===== config.mk =====
export PLATFORM = sky130hd
export DESIGN_NAME = resp_ring_writer
export DESIGN_NICKNAME = d
export VERILOG_FILES = /design/src/rtl/rrw_pkg.sv /design/src/rtl/rrw_ptr.sv /design/src/rtl/rrw_irq_count.sv /design/src/rtl/rrw_entry_out.sv /design/src/rtl/resp_ring_writer.sv
export SDC_FILE = /design/constraint.sdc
export NUM_CORES = 1
export LEC_CHECK = 0
export BUFFER_PORTS_ARGS = -buffer_cell sky130_fd_sc_hd__buf_2
export CAP_MARGIN = 10
export CORE_MARGIN = 5
export CORE_UTILIZATION = 45
export DETAILED_ROUTE_END_ITERATION = 8
export PLACE_DENSITY = 0.82
export SLEW_MARGIN = 20
export SYNTH_ARGS = -nofsm -noshare
export SYNTH_HDL_FRONTEND = slang
export SYNTH_SLANG_ARGS = --single-unit

===== constraint.sdc =====
create_clock -name clk -period 7.8 [get_ports clk]
set_clock_uncertainty 0.15 [all_clocks]
set_input_delay 1.17 -clock clk [delete_from_list [all_inputs] [get_ports clk]]
set_output_delay 1.17 -clock clk [all_outputs]
set_load 0.01 [all_outputs]

===== src/rtl/rrw_pkg.sv =====
`timescale 1ns/1ps
package rrw_pkg;
   localparam int RESP_W  = 32;
   localparam int CODEC_W = 4;
   localparam int ENTRY_W = 2 * RESP_W;

   typedef struct packed {
      logic [RESP_W-CODEC_W-2:0] rsvd;
      logic                      unsol;
      logic [CODEC_W-1:0]        codec;
   } ext_word_t;

   // index mask for a ring depth code
   function automatic logic [15:0] ring_mask(input logic [1:0] code);
      case (code)
         2'd0:    return 16'd1;
         2'd1:    return 16'd15;
         default: return 16'd255;
      endcase
   endfunction
endpackage


===== src/rtl/rrw_ptr.sv =====
`timescale 1ns/1ps
module rrw_ptr #(
   parameter int PTR_W       = 8,
   parameter bit SMALL_RINGS = 1'b1
) (
   input  logic             clk,
   input  logic             rst_n,
   input  logic [1:0]       size_code,
   input  logic             clr,
   input  logic             step,
   output logic [PTR_W-1:0] ptr,
   output logic [PTR_W-1:0] nxt
);
   logic [PTR_W-1:0] mask;

   generate
      if (SMALL_RINGS) begin : g_table
         assign mask = PTR_W'(rrw_pkg::ring_mask(size_code));
      end else begin : g_full
         logic unused_size;
         assign unused_size = ^size_code;
         assign mask = '1;
      end
   endgenerate

   assign nxt = (ptr + PTR_W'(1)) & mask;

   always_ff @(posedge clk or negedge rst_n) begin
      if (!rst_n)     ptr <= '0;
      else if (clr)   ptr <= '0;
      else if (step)  ptr <= nxt;
   end
endmodule


===== src/rtl/rrw_irq_count.sv =====
`timescale 1ns/1ps
module rrw_irq_count #(
   parameter int CNT_W = 8
) (
   input  logic             clk,
   input  logic             rst_n,
   input  logic             cnt_load,
   input  logic [CNT_W-1:0] thresh,
   input  logic             hit,
   input  logic             clr,
   output logic             status
);
   logic [CNT_W-1:0] cnt;
   logic [CNT_W-1:0] cnt_inc;
   logic             fire;

   assign cnt_inc = cnt + CNT_W'(1);
   // threshold 0 matches after the counter wraps, giving 2^CNT_W
   assign fire    = hit && !cnt_load && (cnt_inc == thresh);

   always_ff @(posedge clk or negedge rst_n) begin
      if (!rst_n)                cnt <= '0;
      else if (cnt_load || fire) cnt <= '0;
      else if (hit)              cnt <= cnt_inc;
   end

   always_ff @(posedge clk or negedge rst_n) begin
      if (!rst_n)    status <= 1'b0;
      else if (fire) status <= 1'b1;
      else if (clr)  status <= 1'b0;
   end
endmodule


===== src/rtl/rrw_entry_out.sv =====
`timescale 1ns/1ps
module rrw_entry_out #(
   parameter int ADDR_W = 32,
   parameter int PTR_W  = 8
) (
   input  logic                        clk,
   input  logic                        rst_n,
   input  logic                        load,
   input  logic [ADDR_W-1:0]           base,
   input  logic [PTR_W-1:0]            slot,
   input  logic [rrw_pkg::RESP_W-1:0]  resp,
   input  rrw_pkg::ext_word_t          ext,
   input  logic                        wr_ready,
   output logic                        wr_valid,
   output logic [ADDR_W-1:0]           wr_addr,
   output logic [rrw_pkg::ENTRY_W-1:0] wr_data,
   output logic                        free
);
   localparam int ENTRY_SHIFT = 3;

   assign free = !wr_valid || wr_ready;

   always_ff @(posedge clk or negedge rst_n) begin
      if (!rst_n)        wr_valid <= 1'b0;
      else if (load)     wr_valid <= 1'b1;
      else if (wr_ready) wr_valid <= 1'b0;
   end

   always_ff @(posedge clk or negedge rst_n) begin
      if (!rst_n) begin
         wr_addr <= '0;
         wr_data <= '0;
      end else if (load) begin
         wr_addr <= base + (ADDR_W'(slot) << ENTRY_SHIFT);
         wr_data <= {ext, resp};
      end
   end
endmodule


===== src/rtl/resp_ring_writer.sv =====
`timescale 1ns/1ps
module resp_ring_writer #(
   parameter int ADDR_W      = 32,
   parameter int PTR_W       = 8,
   parameter int CNT_W       = 8,
   parameter bit SMALL_RINGS = 1'b1
) (
   input  logic              clk,
   input  logic              rst_n,
   input  logic              rsp_valid,
   output logic              rsp_ready,
   input  logic [31:0]       rsp_data,
   input  logic [3:0]        rsp_codec,
   input  logic              rsp_unsol,
   input  logic [ADDR_W-1:0] cfg_base,
   input  logic [1:0]        cfg_size,
   input  logic              cfg_dma_en,
   input  logic              cfg_irq_en,
   input  logic              cfg_accept_unsol,
   input  logic [CNT_W-1:0]  cfg_int_count,
   input  logic              cfg_cnt_wr,
   input  logic              cfg_wp_reset,
   input  logic              sts_clear,
   output logic              mem_wr_valid,
   input  logic              mem_wr_ready,
   output logic [ADDR_W-1:0] mem_wr_addr,
   output logic [63:0]       mem_wr_data,
   output logic [PTR_W-1:0]  wr_ptr,
   output logic              irq_status,
   output logic              irq
);
   generate
      if (PTR_W < 8 || PTR_W > 16) begin : g_bad_ptr
         $error("resp_ring_writer: PTR_W must lie in 8..16");
      end
      if (ADDR_W < PTR_W + 3) begin : g_bad_addr
         $error("resp_ring_writer: ADDR_W too narrow for the ring");
      end
      if (CNT_W < 1) begin : g_bad_cnt
         $error("resp_ring_writer: CNT_W must be positive");
      end
   endgenerate

   logic               slot_free;
   logic               take;
   logic               accept_wr;
   logic [PTR_W-1:0]   next_slot;
   rrw_pkg::ext_word_t ext;

   assign rsp_ready = cfg_dma_en && slot_free && !cfg_wp_reset && !cfg_cnt_wr;
   assign take      = rsp_valid && rsp_ready;
   assign accept_wr = take && (!rsp_unsol || cfg_accept_unsol);

   always_comb begin
      ext       = '0;
      ext.codec = rsp_codec;
      ext.unsol = rsp_unsol;
   end

   rrw_ptr #(.PTR_W(PTR_W), .SMALL_RINGS(SMALL_RINGS)) u_ptr (
      .clk       (clk),
      .rst_n     (rst_n),
      .size_code (cfg_size),
      .clr       (cfg_wp_reset),
      .step      (accept_wr),
      .ptr       (wr_ptr),
      .nxt       (next_slot)
   );

   rrw_entry_out #(.ADDR_W(ADDR_W), .PTR_W(PTR_W)) u_out (
      .clk      (clk),
      .rst_n    (rst_n),
      .load     (accept_wr),
      .base     (cfg_base),
      .slot     (next_slot),
      .resp     (rsp_data),
      .ext      (ext),
      .wr_ready (mem_wr_ready),
      .wr_valid (mem_wr_valid),
      .wr_addr  (mem_wr_addr),
      .wr_data  (mem_wr_data),
      .free     (slot_free)
   );

   rrw_irq_count #(.CNT_W(CNT_W)) u_cnt (
      .clk      (clk),
      .rst_n    (rst_n),
      .cnt_load (cfg_cnt_wr),
      .thresh   (cfg_int_count),
      .hit      (accept_wr),
      .clr      (sts_clear),
      .status   (irq_status)
   );

   assign irq = irq_status && cfg_irq_en;
endmodule


==> flow_metrics.env, run 1 <==
export IMPL_critPathMaxStageDelay_ns=0.63
export IMPL_drv_max_cap_violation_count=0
export IMPL_main_combinational_cell_family_by_area_after_synthesis="simple AND/OR/NAND/NOR gates"
export IMPL_grt_ovfl_total=0
export IMPL_worstHoldPathType="flop to flop"
export IMPL_rsz0062_at_grt="no"
export IMPL_finalCriticalPeriod_ns=3.93
export IMPL_portBuffers=169
export IMPL_synthToLayoutAreaGrowth_pct=22.8
export IMPL_timing_final_hold_violations=0
export IMPL_cts_tree="done"
export IMPL_synth_cells=546
export IMPL_p_leak_uw=0.00302
export IMPL_htree_levels=3
export IMPL_tritoncts_buffer_count=9
export IMPL_routed_wirelength_um=12300
export IMPL_synthesis_area_um2=4730
export IMPL_routability_congestion_estimate_from_global_placement=0.882
export IMPL_core_um2=10300
export IMPL_synth_compound_gate_area_share_pct=11.5
export IMPL_yosys_register_bits=87
export IMPL_count_of_flip_flops_with_a_built_in_enable_after_synthesis=0
export IMPL_ys_types=56
export IMPL_floorplan_die_area_um2=12700
export IMPL_tightestPinTransition_ns=0.995
export IMPL_first_pass_grt_wire_length_um=20300
export IMPL_grt_use_total_pct=19.3
export IMPL_detail_route_vias_per_cell=5.03
export IMPL_yosys_area_share_xor_xnor_pct=7.03
export IMPL_timing_critical_path_from="cfg_size[1]"
export IMPL_synthDominantCellAreaShare_pct=46.0
export IMPL_cellPowerDensity_nw_per_um2=208
export IMPL_timing_fmax_mhz=254
export IMPL_timing_critical_path_buf_inv=1
export IMPL_sequential_cell_area_um2=2180
export IMPL_routed_via_count=4243
export IMPL_syn_avg_cell_area_um2=8.67
export IMPL_route_detailed_wl_per_inst_um=14.6
export IMPL_seqPwrFrac_pct=47.3
export IMPL_postCtsHoldBufs=0
export IMPL_synth_most_common_cell="sky130_fd_sc_hd__nand2_1"
export IMPL_p_sw_share_pct=31.0
export IMPL_comb_power_share_pct=22.5
export IMPL_rows=37
export IMPL_postSynth_asyncResetShare_pct=100
export IMPL_drt_antenna_violating_nets=0
export IMPL_post_synth_most_frequent_cells="sky130_fd_sc_hd__nand2_1, sky130_fd_sc_hd__dfrtp_1, sky130_fd_sc_hd__nor2_1"
export IMPL_synth_area_leader_cell="sky130_fd_sc_hd__dfrtp_1"
export IMPL_seq_total_area_yosys_pct=46.0
export IMPL_internal_power_uw=833
export IMPL_timing_max_transition_violations_final=0
export IMPL_dieWidth_um=113
export IMPL_multi_input_comb_area_um2=2340
export IMPL_cts_setup_buffers=0
export IMPL_detail_route_first_pass_iterations=4
export IMPL_clkSlewWorstSetupHoldPaths_ns=0.09
export IMPL_y_dimension_of_the_die_um=113
export IMPL_synth_simple_gate_area_share_pct=24.3
export IMPL_totalNegativeSetupSlack_ns=0
export IMPL_switching_power_uw=374
export IMPL_worst_setup_path_end_kind="flop"
export IMPL_reg2reg_from="u_ptr.ptr[0]$_DFFE_PN0P_"
export IMPL_fillers=974
export IMPL_hold_path_startpoint="u_out.wr_addr[0]$_DFFE_PN0P_"
export IMPL_cts_root_buf="sky130_fd_sc_hd__clkbuf_8"
export IMPL_timing_critical_path_fanout_max=21
export IMPL_max_vdd_ir_drop_v=0.000105
export IMPL_detail_route_iter0_violations=224
export IMPL_synth_warning_count=0
export IMPL_drc=0
export IMPL_critPathKind="primary input to flop"
export IMPL_ys_dominant_reg_cell="sky130_fd_sc_hd__dfrtp_1"
export IMPL_io_pins=197
export IMPL_clock_insertion_delay_at_the_later_pin_of_the_skew_report_ns=0.36
export IMPL_drive_gt1_share_pct=27.9
export IMPL_status="complete, no violations"
export IMPL_place_detailed_instances=827
export IMPL_muxShareOfSynthArea_pct=1.35
export IMPL_largest_net_degree_at_the_start_of_global_routing=93
export IMPL_critical_path_slowest_cell="sky130_fd_sc_hd__o31a_1"
export IMPL_post_cts_resized_instances=0
export IMPL_numClockSinks=87
export IMPL_clk_path_buf_depth=2
export IMPL_ys_top_cells_by_area="sky130_fd_sc_hd__dfrtp_1, sky130_fd_sc_hd__nand2_1, sky130_fd_sc_hd__buf_4"
export IMPL_timing_critical_path_cells="buf_2, nor2_1, nor2_1, ha_1, a21oi_1, o21ai_0, o311ai_1, o31a_1, o21ai_0, a31oi_1"
export IMPL_post_dp_hpwl_um=8990
export IMPL_layout_nets=800
export IMPL_clockPowerShare_pct=30.2
export IMPL_fin_cells=843
export IMPL_crit_path_leading_delay_family="compound AO/OA/AOI/OAI gates"
export IMPL_worst_setup_path_start_kind="primary input"
export IMPL_timing_critical_path_arrival_ns=4.05
export IMPL_finalSetupViolCount=0
export IMPL_grt_antenna_before_repair=0
export IMPL_n_antenna_cell=0
export IMPL_slew_headroom_pct=33.7
export IMPL_yosys_area_share_adder_pct=2.75
export IMPL_critPathRequiredTime_ns=7.92
export IMPL_initial_utilization_pct=46.1
export IMPL_first_global_vias=4295
export IMPL_final_period_utilization_pct=50.4
state kept, by name, summed over array words and instances, names as in the netlist:
register / flops
u_cnt.status: 1
u_ptr.ptr: 8
u_out.wr_addr: 32
u_out.wr_data: 37
u_out.wr_valid: 1
u_cnt.cnt: 8
power groups by stage:
stage               Sequential, µW  Combinational (µW)  Clock [µW]
floorplan                      616                 103           0
CTS                            572                 276         372
finish                         571                 272         364
detailed placement             580                 275           0
global placement               575                 267           0
global route                   582                 304         393
through the flow:
step / total power [µW] / utilization (%) / hold slack (ns) / setup slack, ns / cell area, µm²
3_5_place_dp: 855 / 54.3 / 0.307 / 3.58 / 5580
6_report: 1210 / 56.5 / 0.329 / 3.87 / 5810
5_1_grt: 1280 / 56.5 / 0.351 / 3.62 / 5810
3_3_place_gp: 842 / 54.3 / 0.303 / 3.73 / 5580
2_1_floorplan: 718 / - / 0.364 / 4.13 / 4830
4_1_cts: 1220 / 56.5 / 0.331 / 3.95 / 5810
worst reg2reg max path, delay by kind of cell, from the launching register on:
kind / cells / cell delay, ns
DFF: 1 / 0.47
AOI/OAI and AO/OA: 5 / 1.20
buffers and inverters: 2 / 0.16
and+or+nand+nor: 2 / 0.80
adders and majority gates: 2 / 0.75
logic make-up after synthesis:
family | Yosys count
compound gates | 85
simple gates | 260
flops | 87
buf+inv | 60
fa+ha+maj | 10
other cells | 1
xor+xnor | 38
mux | 5
cell usage in the layout, fill, tap and decap left out, types with 6 or more instances in the layout:
cell type / Yosys / final
sky130_fd_sc_hd__buf_2: 5 / 168
sky130_fd_sc_hd__nand2_1: 160 / 160
sky130_fd_sc_hd__dfrtp_1: 87 / 87
sky130_fd_sc_hd__nor2_1: 35 / 35
sky130_fd_sc_hd__o21ai_0: 34 / 34
sky130_fd_sc_hd__conb_1: 1 / 27
sky130_fd_sc_hd__xnor2_1: 20 / 20
sky130_fd_sc_hd__xor2_1: 18 / 18
sky130_fd_sc_hd__a31oi_1: 14 / 14
sky130_fd_sc_hd__or3_1: 12 / 12
sky130_fd_sc_hd__clkbuf_8: 0 / 10
sky130_fd_sc_hd__inv_1: 9 / 9
sky130_fd_sc_hd__and3_1: 9 / 9
sky130_fd_sc_hd__nand3_1: 8 / 8
sky130_fd_sc_hd__a21oi_1: 8 / 8
sky130_fd_sc_hd__ha_1: 8 / 8
sky130_fd_sc_hd__nand4_1: 6 / 6
layer usage:
layer  global-route usage (%)  up-vias  wire length [µm]
met5                        0        -                 0
met4                     6.97        0               234
met3                     4.80       22               778
met2                     34.4      143              6360
met1                     22.5     1988              4920
li1                         -     2090                 -
layout make-up:
type	instances	area share [%]
clock buffers	10	2.37
clock inverters	6	1.59
inverters	9	0.581
multi-input cells	425	40.3
flip-flops and latches	87	37.5
well taps	136	2.93
repair buffers	170	14.8
path summary, 6_finish.rpt:
kind	depth (start not counted)	endpoint	slack, ns
max	10	u_out.wr_addr[25]$_DFFE_PN0P_	3.87
min	2	u_out.wr_addr[0]$_DFFE_PN0P_	0.33
max reg2reg	11	u_out.wr_addr[19]$_DFFE_PN0P_	4.22
min reg2reg	2	u_out.wr_addr[0]$_DFFE_PN0P_	0.33
max in group asynchronous	1	u_out.wr_addr[14]$_DFFE_PN0P_	6.23
min in group asynchronous	1	u_out.wr_addr[31]$_DFFE_PN0P_	0.68
(Power assumes the default switching activity.)
==> inputs of run 2 (changes only) <==
==> constraint.sdc (replaced) <==
create_clock -name clk -period 3.7 [get_ports clk]
set_clock_uncertainty 0.15 [all_clocks]
set_input_delay 0.555 -clock clk [delete_from_list [all_inputs] [get_ports clk]]
set_output_delay 0.555 -clock clk [all_outputs]
set_load 0.01 [all_outputs]
==> run 2 against run 1 <==
  * Combinational power up 110%
  * Final cell count up 0.36%
  * Sequential power up 110%
  * Design area up 0.60%
  * Worst setup slack worse by 3.7 ns
  * Count of clock-buffer cells in the layout unchanged
  * Critical endpoint is now u_out.wr_addr[19]$_DFFE_PN0P_
  * Largest power group unchanged
==> flow_metrics.env, run 2 (same netlist as run 1, synthesis figures left out) <==
export IMPL_status="complete, no violations"
export IMPL_detail_route_vias_per_cell=5.05
export IMPL_cts_root_buf="sky130_fd_sc_hd__clkbuf_8"
export IMPL_timing_max_transition_violations_final=0
export IMPL_tritoncts_buffer_count=9
export IMPL_drv_max_cap_violation_count=0
export IMPL_clock_insertion_delay_at_the_later_pin_of_the_skew_report_ns=0.35
export IMPL_core_um2=10300
export IMPL_slew_headroom_pct=45.3
export IMPL_cts_tree="done"
export IMPL_synthToLayoutAreaGrowth_pct=23.5
export IMPL_routed_wirelength_um=12300
export IMPL_portBuffers=169
export IMPL_detail_route_first_pass_iterations=4
export IMPL_worstHoldPathType="primary input to async pin"
export IMPL_postCtsHoldBufs=0
export IMPL_grt_use_met3_pct=4.37
export IMPL_routability_congestion_estimate_from_global_placement=0.888
export IMPL_timing_critical_path_fanout_max=15
export IMPL_largest_net_degree_at_the_start_of_global_routing=88
export IMPL_critPathKind="flop to flop"
export IMPL_routed_via_count=4269
export IMPL_floorplan_die_area_um2=12700
export IMPL_grtUsageMet2_pct=32.8
export IMPL_worst_setup_path_end_kind="flop"
export IMPL_max_vdd_ir_drop_v=0.000245
export IMPL_layout_common_cells="sky130_fd_sc_hd__buf_2, sky130_fd_sc_hd__nand2_1, sky130_fd_sc_hd__dfrtp_1"
export IMPL_timing_final_hold_violations=0
export IMPL_rows=37
export IMPL_drc=0
export IMPL_post_dp_hpwl_um=9180
export IMPL_grt_antenna_before_repair=0
export IMPL_met1_track_usage_gr_pct=23.3
export IMPL_first_pass_grt_wire_length_um=20200
export IMPL_max_flop_register="u_out.wr_data"
export IMPL_place_detailed_instances=830
export IMPL_io_pins=197
export IMPL_fin_cells=846
export IMPL_rsz0062_at_grt="no"
export IMPL_clkSlewWorstSetupHoldPaths_ns=0.09
export IMPL_grt_ovfl_total=0
export IMPL_drive_gt1_share_pct=28.3
export IMPL_worst_setup_path_start_kind="flop"
export IMPL_n_antenna_cell=0
export IMPL_detail_route_iter0_violations=200
export IMPL_most_common_cell_after_layout_fill_and_taps_aside="sky130_fd_sc_hd__buf_2"
export IMPL_grt_most_used_layer="met2"
export IMPL_timing_fmax_mhz=287
export IMPL_dieWidth_um=113
export IMPL_initial_utilization_pct=46.1
export IMPL_biggestRegsByFlops="u_out.wr_data: 37 flops, u_out.wr_addr: 32 flops"
export IMPL_p_leak_uw=0.00304
export IMPL_timing_critical_path_arrival_ns=3.61
export IMPL_totalNegativeSetupSlack_ns=0
export IMPL_clk_path_buf_depth=2
export IMPL_critPathRequiredTime_ns=3.82
export IMPL_first_global_vias=4277
export IMPL_finalSetupViolCount=0
export IMPL_fillers=919
export IMPL_tightestPinTransition_ns=0.820
export IMPL_cellPowerDensity_nw_per_um2=432
export IMPL_finalCriticalPeriod_ns=3.49
export IMPL_htree_levels=3
export IMPL_y_dimension_of_the_die_um=113
export IMPL_layout_nets=803
export IMPL_drt_antenna_violating_nets=0
export IMPL_final_period_utilization_pct=94.2
export IMPL_largest_reg_flops=37
export IMPL_grt_use_total_pct=19.3
export IMPL_numClockSinks=87
export IMPL_route_detailed_wl_per_inst_um=14.5
run 2: cell count changes in the layout (fill, tap and decap cells not counted), sizes merged:
cell      change
clkinvlp      -1
clkinv        +1
buf           +3
run 2: through the flow:
stage | hold WS [ns] | util (%) | total power [µW] | worst slack [ns] | instance area [µm²]
3_3_place_gp | 0.302 | 54.6 | 1780 | 0.283 | 5610
3_5_place_dp | 0.311 | 54.6 | 1800 | 0.111 | 5610
2_1_floorplan | 0.109 | - | 1510 | 0.647 | 4830
6_report | 0.0673 | 56.9 | 2530 | 0.214 | 5850
5_1_grt | 0.171 | 56.9 | 2690 | 0.0716 | 5850
4_1_cts | 0.207 | 56.8 | 2560 | 0.180 | 5840
run 2: where the power goes:
part	internal [µW]	switching, µW	leakage (µW)
logic	239	334	0.00182
clock network	402	348	0.000117
registers	1110	88.4	0.00110
total	1760	770	0.00304
run 2: repair_timing:
| action | in CTS | in global routing |
|---|---|---|
| endpoints found under the setup margin | 0 | 4 |
| gates resized for setup | 0 | 1 |
| buffers inserted | 0 | 0 |
run 2: final timing paths:
kind | startpoint | endpoint | slack [ns] | depth (start not counted)
setup / recovery | u_ptr.ptr[0]$_DFFE_PN0P_ | u_out.wr_addr[19]$_DFFE_PN0P_ | 0.21 | 11
hold / removal | rst_n | u_out.wr_addr[26]$_DFFE_PN0P_ | 0.07 | 1
setup reg to reg | u_ptr.ptr[0]$_DFFE_PN0P_ | u_out.wr_addr[19]$_DFFE_PN0P_ | 0.21 | 11
hold reg to reg | u_out.wr_data[22]$_DFFE_PN0P_ | u_out.wr_data[22]$_DFFE_PN0P_ | 0.33 | 2
max in group asynchronous | rst_n | u_ptr.ptr[6]$_DFFE_PN0P_ | 2.73 | 1
min in group clk | rsp_data[5] | u_out.wr_data[5]$_DFFE_PN0P_ | 0.24 | 3
run 2: cell type report:
cell class	count	area, µm²	share of cell area, %
clock buffers	10	138	2.35
clock inverters	6	91.3	1.56
inverters	9	33.8	0.578
multi-input cells	425	2340	40.0
flip-flops and latches	87	2180	37.2
well taps	136	170	2.91
repair buffers	173	895	15.3
run 2: worst max-delay path, cell delays in order, from the launching register on:
cell	delay, ns
sky130_fd_sc_hd__dfrtp_1	0.46
sky130_fd_sc_hd__ha_1	0.30
sky130_fd_sc_hd__nor2b_1	0.22
sky130_fd_sc_hd__inv_1	0.10
sky130_fd_sc_hd__fa_1	0.43
sky130_fd_sc_hd__inv_1	0.07
sky130_fd_sc_hd__a21oi_1	0.09
sky130_fd_sc_hd__o31ai_2	0.20
sky130_fd_sc_hd__o311ai_1	0.20
sky130_fd_sc_hd__o31a_2	0.44
sky130_fd_sc_hd__or4b_1	0.54
sky130_fd_sc_hd__a31oi_1	0.20
run 2: layer usage:
layer,vias up,routed length [µm]
li1,2092,-
met1,2010,4860
met2,141,6370
met3,26,755
met4,0,317
met5,-,0
